**src/rtl/canpre_pkg.sv**
```systemverilog
package canpre_pkg;
  localparam int NUM_CH   = 2;
  localparam int CODE_W   = 3;
  localparam int FIELD_W  = CODE_W + 1;
  localparam int REG_W    = NUM_CH * FIELD_W;
  localparam int MAX_CODE = 4;

  typedef struct packed {
    logic [NUM_CH-1:0] divWe;
    logic [NUM_CH-1:0] sleepWe;
  } wrStrobe_t;
endpackage

```
**src/rtl/canpre_ctrl.sv**
```systemverilog
module canpre_ctrl
  import canpre_pkg::*;
#(
  parameter int ADDR_W = 10,
  parameter logic [ADDR_W-1:0] REG_ADDR = 10'h040
) (
  input  logic              wrEn,
  input  logic [ADDR_W-1:0] wrAddr,
  input  logic [REG_W-1:0]  wrData,
  input  logic              protEn,
  input  logic [NUM_CH-1:0] chResetMode,
  input  logic [NUM_CH-1:0] chSleepEnabled,
  output wrStrobe_t         strobe
);
  logic accept;
  assign accept = wrEn && (wrAddr == REG_ADDR) && protEn;

  for (genvar ch = 0; ch < NUM_CH; ch++) begin : g_ch
    logic [CODE_W-1:0] reqCode;
    logic              reqSleep;
    assign reqCode  = wrData[ch*FIELD_W +: CODE_W];
    assign reqSleep = wrData[ch*FIELD_W + CODE_W];
    assign strobe.divWe[ch]   = accept && chResetMode[ch] &&
                                (reqCode <= CODE_W'(MAX_CODE));
    assign strobe.sleepWe[ch] = accept && (!reqSleep || chSleepEnabled[ch]);
  end
endmodule

```
**src/rtl/canpre_divider.sv**
```systemverilog
module canpre_divider #(
  parameter int CODE_W   = 3,
  parameter int MAX_CODE = 4
) (
  input  logic              clk,
  input  logic              rstN,
  input  logic [CODE_W-1:0] newCode,
  input  logic              newSleep,
  output logic              divClk
);
  localparam int CNT_W = (MAX_CODE > 0) ? MAX_CODE : 1;

  logic [CODE_W-1:0] actCode;
  logic              actSleep;
  logic [CNT_W-1:0]  cnt;
  logic              divQ;

  logic [CNT_W:0]    lastCnt;
  logic              boundary;
  logic [CODE_W-1:0] nextCode;
  logic [CNT_W-1:0]  nextCnt;
  logic [CNT_W:0]    halfLen;

  always_comb begin
    lastCnt  = ((CNT_W+1)'(1) << actCode) - (CNT_W+1)'(1);
    boundary = (actCode == '0) || ({1'b0, cnt} == lastCnt);
    nextCode = boundary ? newCode : actCode;
    nextCnt  = boundary ? '0 : cnt + CNT_W'(1);
    halfLen  = ((CNT_W+1)'(1) << nextCode) >> 1;
  end

  always_ff @(posedge clk) begin
    if (!rstN) begin
      actCode  <= '0;
      actSleep <= 1'b0;
      cnt      <= '0;
      divQ     <= 1'b0;
    end else begin
      actCode <= nextCode;
      cnt     <= nextCnt;
      divQ    <= (nextCode != '0) && ({1'b0, nextCnt} < halfLen);
      if (boundary) actSleep <= newSleep;
    end
  end

  assign divClk = !actSleep && ((actCode == '0) ? clk : divQ);
endmodule

```
**src/rtl/canpre_datapath.sv**
```systemverilog
module canpre_datapath
  import canpre_pkg::*;
(
  input  logic              clk,
  input  logic              rstN,
  input  wrStrobe_t         strobe,
  input  logic [REG_W-1:0]  wrData,
  output logic [REG_W-1:0]  rdData,
  output logic [NUM_CH-1:0] divClk,
  output logic [NUM_CH-1:0] chSleep
);
  logic [REG_W-1:0] regQ;

  for (genvar ch = 0; ch < NUM_CH; ch++) begin : g_ch
    localparam int LSB = ch * FIELD_W;

    always_ff @(posedge clk) begin
      if (!rstN) begin
        regQ[LSB +: FIELD_W] <= '0;
      end else begin
        if (strobe.divWe[ch])   regQ[LSB +: CODE_W]   <= wrData[LSB +: CODE_W];
        if (strobe.sleepWe[ch]) regQ[LSB + CODE_W]    <= wrData[LSB + CODE_W];
      end
    end

    assign chSleep[ch] = regQ[LSB + CODE_W];

    canpre_divider #(.CODE_W(CODE_W), .MAX_CODE(MAX_CODE)) u_div (
      .clk     (clk),
      .rstN    (rstN),
      .newCode (regQ[LSB +: CODE_W]),
      .newSleep(regQ[LSB + CODE_W]),
      .divClk  (divClk[ch])
    );
  end

  assign rdData = regQ;
endmodule

```
**src/rtl/canClkPrescaler.sv**
```systemverilog
module canClkPrescaler
  import canpre_pkg::*;
#(
  parameter int ADDR_W = 10,
  parameter logic [ADDR_W-1:0] REG_ADDR = 10'h040
) (
  input  logic              clk,
  input  logic              rstN,
  input  logic              wrEn,
  input  logic [ADDR_W-1:0] wrAddr,
  input  logic [7:0]        wrData,
  input  logic              protEn,
  input  logic [1:0]        chResetMode,
  input  logic [1:0]        chSleepEnabled,
  output logic [7:0]        rdData,
  output logic [1:0]        divClk,
  output logic [1:0]        chSleep
);
  wrStrobe_t strobe;

  canpre_ctrl #(.ADDR_W(ADDR_W), .REG_ADDR(REG_ADDR)) u_ctrl (
    .wrEn          (wrEn),
    .wrAddr        (wrAddr),
    .wrData        (wrData),
    .protEn        (protEn),
    .chResetMode   (chResetMode),
    .chSleepEnabled(chSleepEnabled),
    .strobe        (strobe)
  );

  canpre_datapath u_dp (
    .clk    (clk),
    .rstN   (rstN),
    .strobe (strobe),
    .wrData (wrData),
    .rdData (rdData),
    .divClk (divClk),
    .chSleep(chSleep)
  );
endmodule

```
**config.mk**
```make
export PLATFORM = sky130hd
export DESIGN_NAME = canClkPrescaler
export DESIGN_NICKNAME = d
export VERILOG_FILES = /design/src/rtl/canpre_pkg.sv /design/src/rtl/canpre_ctrl.sv /design/src/rtl/canpre_divider.sv /design/src/rtl/canpre_datapath.sv /design/src/rtl/canClkPrescaler.sv
export SDC_FILE = /design/constraint.sdc
export NUM_CORES = 1
export LEC_CHECK = 0
export BUFFER_PORTS_ARGS = -buffer_cell sky130_fd_sc_hd__buf_2
export CORE_MARGIN = 1.5
export CORE_UTILIZATION = 35
export CTS_CLUSTER_DIAMETER = 50
export DETAILED_ROUTE_END_ITERATION = 10
export GPL_TIMING_DRIVEN = 0
export PLACE_DENSITY_LB_ADDON = 0.1
export REMOVE_ABC_BUFFERS = 1
export SYNTH_ARGS = -nofsm -noshare
export SYNTH_HDL_FRONTEND = slang
export SYNTH_SLANG_ARGS = --single-unit
```
**constraint.sdc**
```tcl
create_clock -name clk -period 3.45 [get_ports clk]
set_clock_uncertainty 0.1 [all_clocks]
set_input_delay 0.1725 -clock clk [delete_from_list [all_inputs] [get_ports clk]]
set_output_delay 0.1725 -clock clk [all_outputs]
set_load 0.02 [all_outputs]
```
==> results.ini <==
[outcome]
outcome=completed

[logic_synthesis]
synth_cell_type_count=59
avgSynthCellArea_sq_um=8.18
syn_inst=234
ys_warn_count=0
ys_seq_area_share_pct=27.2
synth_ff_type=dfxtp_1
synth_edf_count=0
netlist_area_sq_um=1910
ys_seq_elements=26
async_reset_ff_share_pct=0

[final_layout]
fill_cells=494
fin_area_sq_um=2550
register_area_sq_um=538
layout.nets=323
final_layout_size_suffix_gt1_share_pct=34.9
final_util_pct=49.3
n_antenna_cell=0
area_delta_synth_final_pct=33.4
multi_input_area_sq_um=1410

[sta]
setup_viol=0
max_slew_margin_pct=65.0
hold_violations=0
worst_pin_slew_ns=0.521
period_share_pct=96.9
fmax_mhz=299
setup_tns_ns=0
fin_crit_ns=3.34
hold_ws_ns=0.00875
slew_violations=0
rsz0062_at_grt=yes
setup_ws_ns=0.107

[placement]
dp_hpwl_mm=3.06
dp_slack_ns=-0.577
port_buffers=37
postPlaceCellArea_sq_um=2080
gp_congestion=0.750

[floorplan]
initial_utilization_pct=37.0
die_w_um=76.9
core_sq_um=5170
die-area_sq_um=5920
pin_count=38
die_h_um=76.9
rows=26

[global_routing]
grt_use_total_pct=15.5
grt_overflow=0
first_global_vias=1696
antenna_found_initial=0
grt_pass1_wl_mm=7.32
grt_max_degree=18

[power]
peakVddDrop_uv=169
power-per-cell-area_nw_per_um2=280
p_leak_nw=1.02

[drt]
routedWlPerCell_um=13.1
routed_wl_mm=4.65
first_iter_violations=57
drc=0
via_per_inst=5.05
vias=1788
dr.pass1.iters=4
ant_nets=0

[critical_path]
reg2regPathDepth=13
reg2reg_slack_ns=0.11
end_kind=flip-flop
crit_fanout=6
arrival_ns=3.54
required_ns=3.65
critPathLaunchType=flip-flop
timing.setup.critical_path_class=flip-flop to flip-flop

[job]
maxCapViolations=0

[clock_tree]
cts_tree=yes
clk_pin_slew_ns=0.09
clk_latency_ns=0.37

[hold_path]
hp-class=input port to flip-flop
holdPathStages=3

-- flip-flops by register name, indices dropped and copies added (netlist names) --
register / cells
u_dp.chSleep: 2
u_dp.g_ch.u_div.actCode: 6
u_dp.g_ch.u_div.actSleep: 2
u_dp.g_ch.u_div.cnt: 8
u_dp.g_ch.u_div.divQ: 2
u_dp.rdData: 6
-- cells in the final DEF (no fill, tap or decap), types with 3 or more instances in the layout --
cell           synthesis  layout
nand3_1                6       6
a211oi_1               4       3
xor2_1                 6       5
mux2i_1                4       4
dfxtp_1               26      20
o21a_1                 4       4
clkbuf_8               0       7
nor3_1                 8       7
nand2_1               12      11
buf_2                  4      37
ha_1                  12      10
dlygate4sd3_1          0       7
nor2_1                30      27
xnor2_1                5       3
buf_4                  6      13
o21ai_0               14      12
a21oi_1               13      11
dfxtp_4                0       4
and2_1                 9       9
inv_1                 13      12
and3_1                 3       3
-- worst max-delay path, stage by stage, from the launching register on --
cell and delay [ns]:
dfxtp_4 0.38, or3_4 0.39, ha_4 0.26, xor2_2 0.19
o2111ai_4 0.19, buf_6 0.17, o31ai_4 0.22, o311ai_4 0.14
nor2_2 0.18, nand3b_1 0.12, ha_1 0.32, a21o_1 0.17
a211o_1 0.30, a211oi_2 0.13
-- per-layer routing --
layer  GRT usage, %  up-vias  wire length [um]  part of all wire, %
met5              0        -                 0                    0
met4           8.52        0                70                  1.5
met3           2.74        7               151                  3.2
met2           24.4       38              2100                   45
met1           19.8      818              2330                   50
li1               -      925                 -                    -
-- power breakdown --
group          leakage [nW]  switching [mW]  internal, mW
clock                0.0764           0.179         0.210
sequential            0.214       0.0000352         0.297
combinational         0.735          0.0116        0.0180
-- cell families (layout without fill, tap and decap cells) --
family	after synthesis	count (layout)	share of synthesized area, %
adders and majority gates	12	12	7.85
muxes	5	5	2.68
xor gates and xnor gates	13	13	6.74
buffers and inverters	30	80	8.50
DFF	26	26	27.2
and+or+nand+nor	93	93	26.2
AOI/OAI and AO/OA	55	55	20.8
-- worst paths after layout --
kind                                  from                          end
max          u_dp.g_ch[1].u_div.actCode[2]      u_dp.g_ch[1].u_div.divQ
min                              wrData[2]               u_dp.rdData[2]
max reg2reg  u_dp.g_ch[1].u_div.actCode[2]      u_dp.g_ch[1].u_div.divQ
min reg2reg    u_dp.g_ch[1].u_div.actSleep  u_dp.g_ch[1].u_div.actSleep
-- synth_stat cells, types with 2 or more instances --
master | count | area (sq um)
dfxtp_1 | 26 | 521
inv_1 | 13 | 48.8
nand3_1 | 6 | 30.0
and3_1 | 3 | 18.8
o211a_1 | 2 | 20.0
mux2i_1 | 4 | 40.0
buf_6 | 3 | 33.8
or2_2 | 2 | 12.5
or3_1 | 2 | 12.5
nor4b_1 | 2 | 17.5
o21a_1 | 4 | 30.0
and2_1 | 9 | 56.3
nor3_1 | 8 | 40.0
clkbuf_1 | 3 | 11.3
xnor2_2 | 2 | 32.5
nor2b_1 | 2 | 12.5
nor2_1 | 30 | 113
xnor2_1 | 5 | 43.8
a21oi_1 | 13 | 65.1
buf_4 | 6 | 45.0
ha_1 | 12 | 150
xor2_1 | 6 | 52.6
nor4_1 | 2 | 12.5
o21ai_0 | 14 | 70.1
nand2_1 | 12 | 45.0
a211o_2 | 2 | 20.0
or2_1 | 2 | 12.5
a211oi_1 | 4 | 30.0
or3b_1 | 2 | 17.5
buf_2 | 4 | 20.0
-- cell type report --
type / count / area share (%)
Inverter: 14 / 2.06
Multi-Input combinational cell: 178 / 55.2
Clock buffer: 10 / 4.31
Timing Repair Buffer: 56 / 13.9
Sequential cell: 26 / 21.1
Tap cell: 70 / 3.43
-- per-stage QoR --
step | power [mW] | std cells
after detailed placement | 0.406 | 325
after global placement | 0.406 | 325
after CTS | 0.730 | 350
final | 0.715 | 354
after global routing | 0.756 | 354
after floorplan | 0.369 | 218
-- repair_timing --
item                       CTS  global route
pin swaps                    6             9
setup buffers               10             4
hold buffers                 7             0
setup endpoints to repair    2             2
hold endpoints to repair     6             0
cloned                       0             0
resized for setup           23            21
Note: power is estimated with default switching activity, not from simulation.
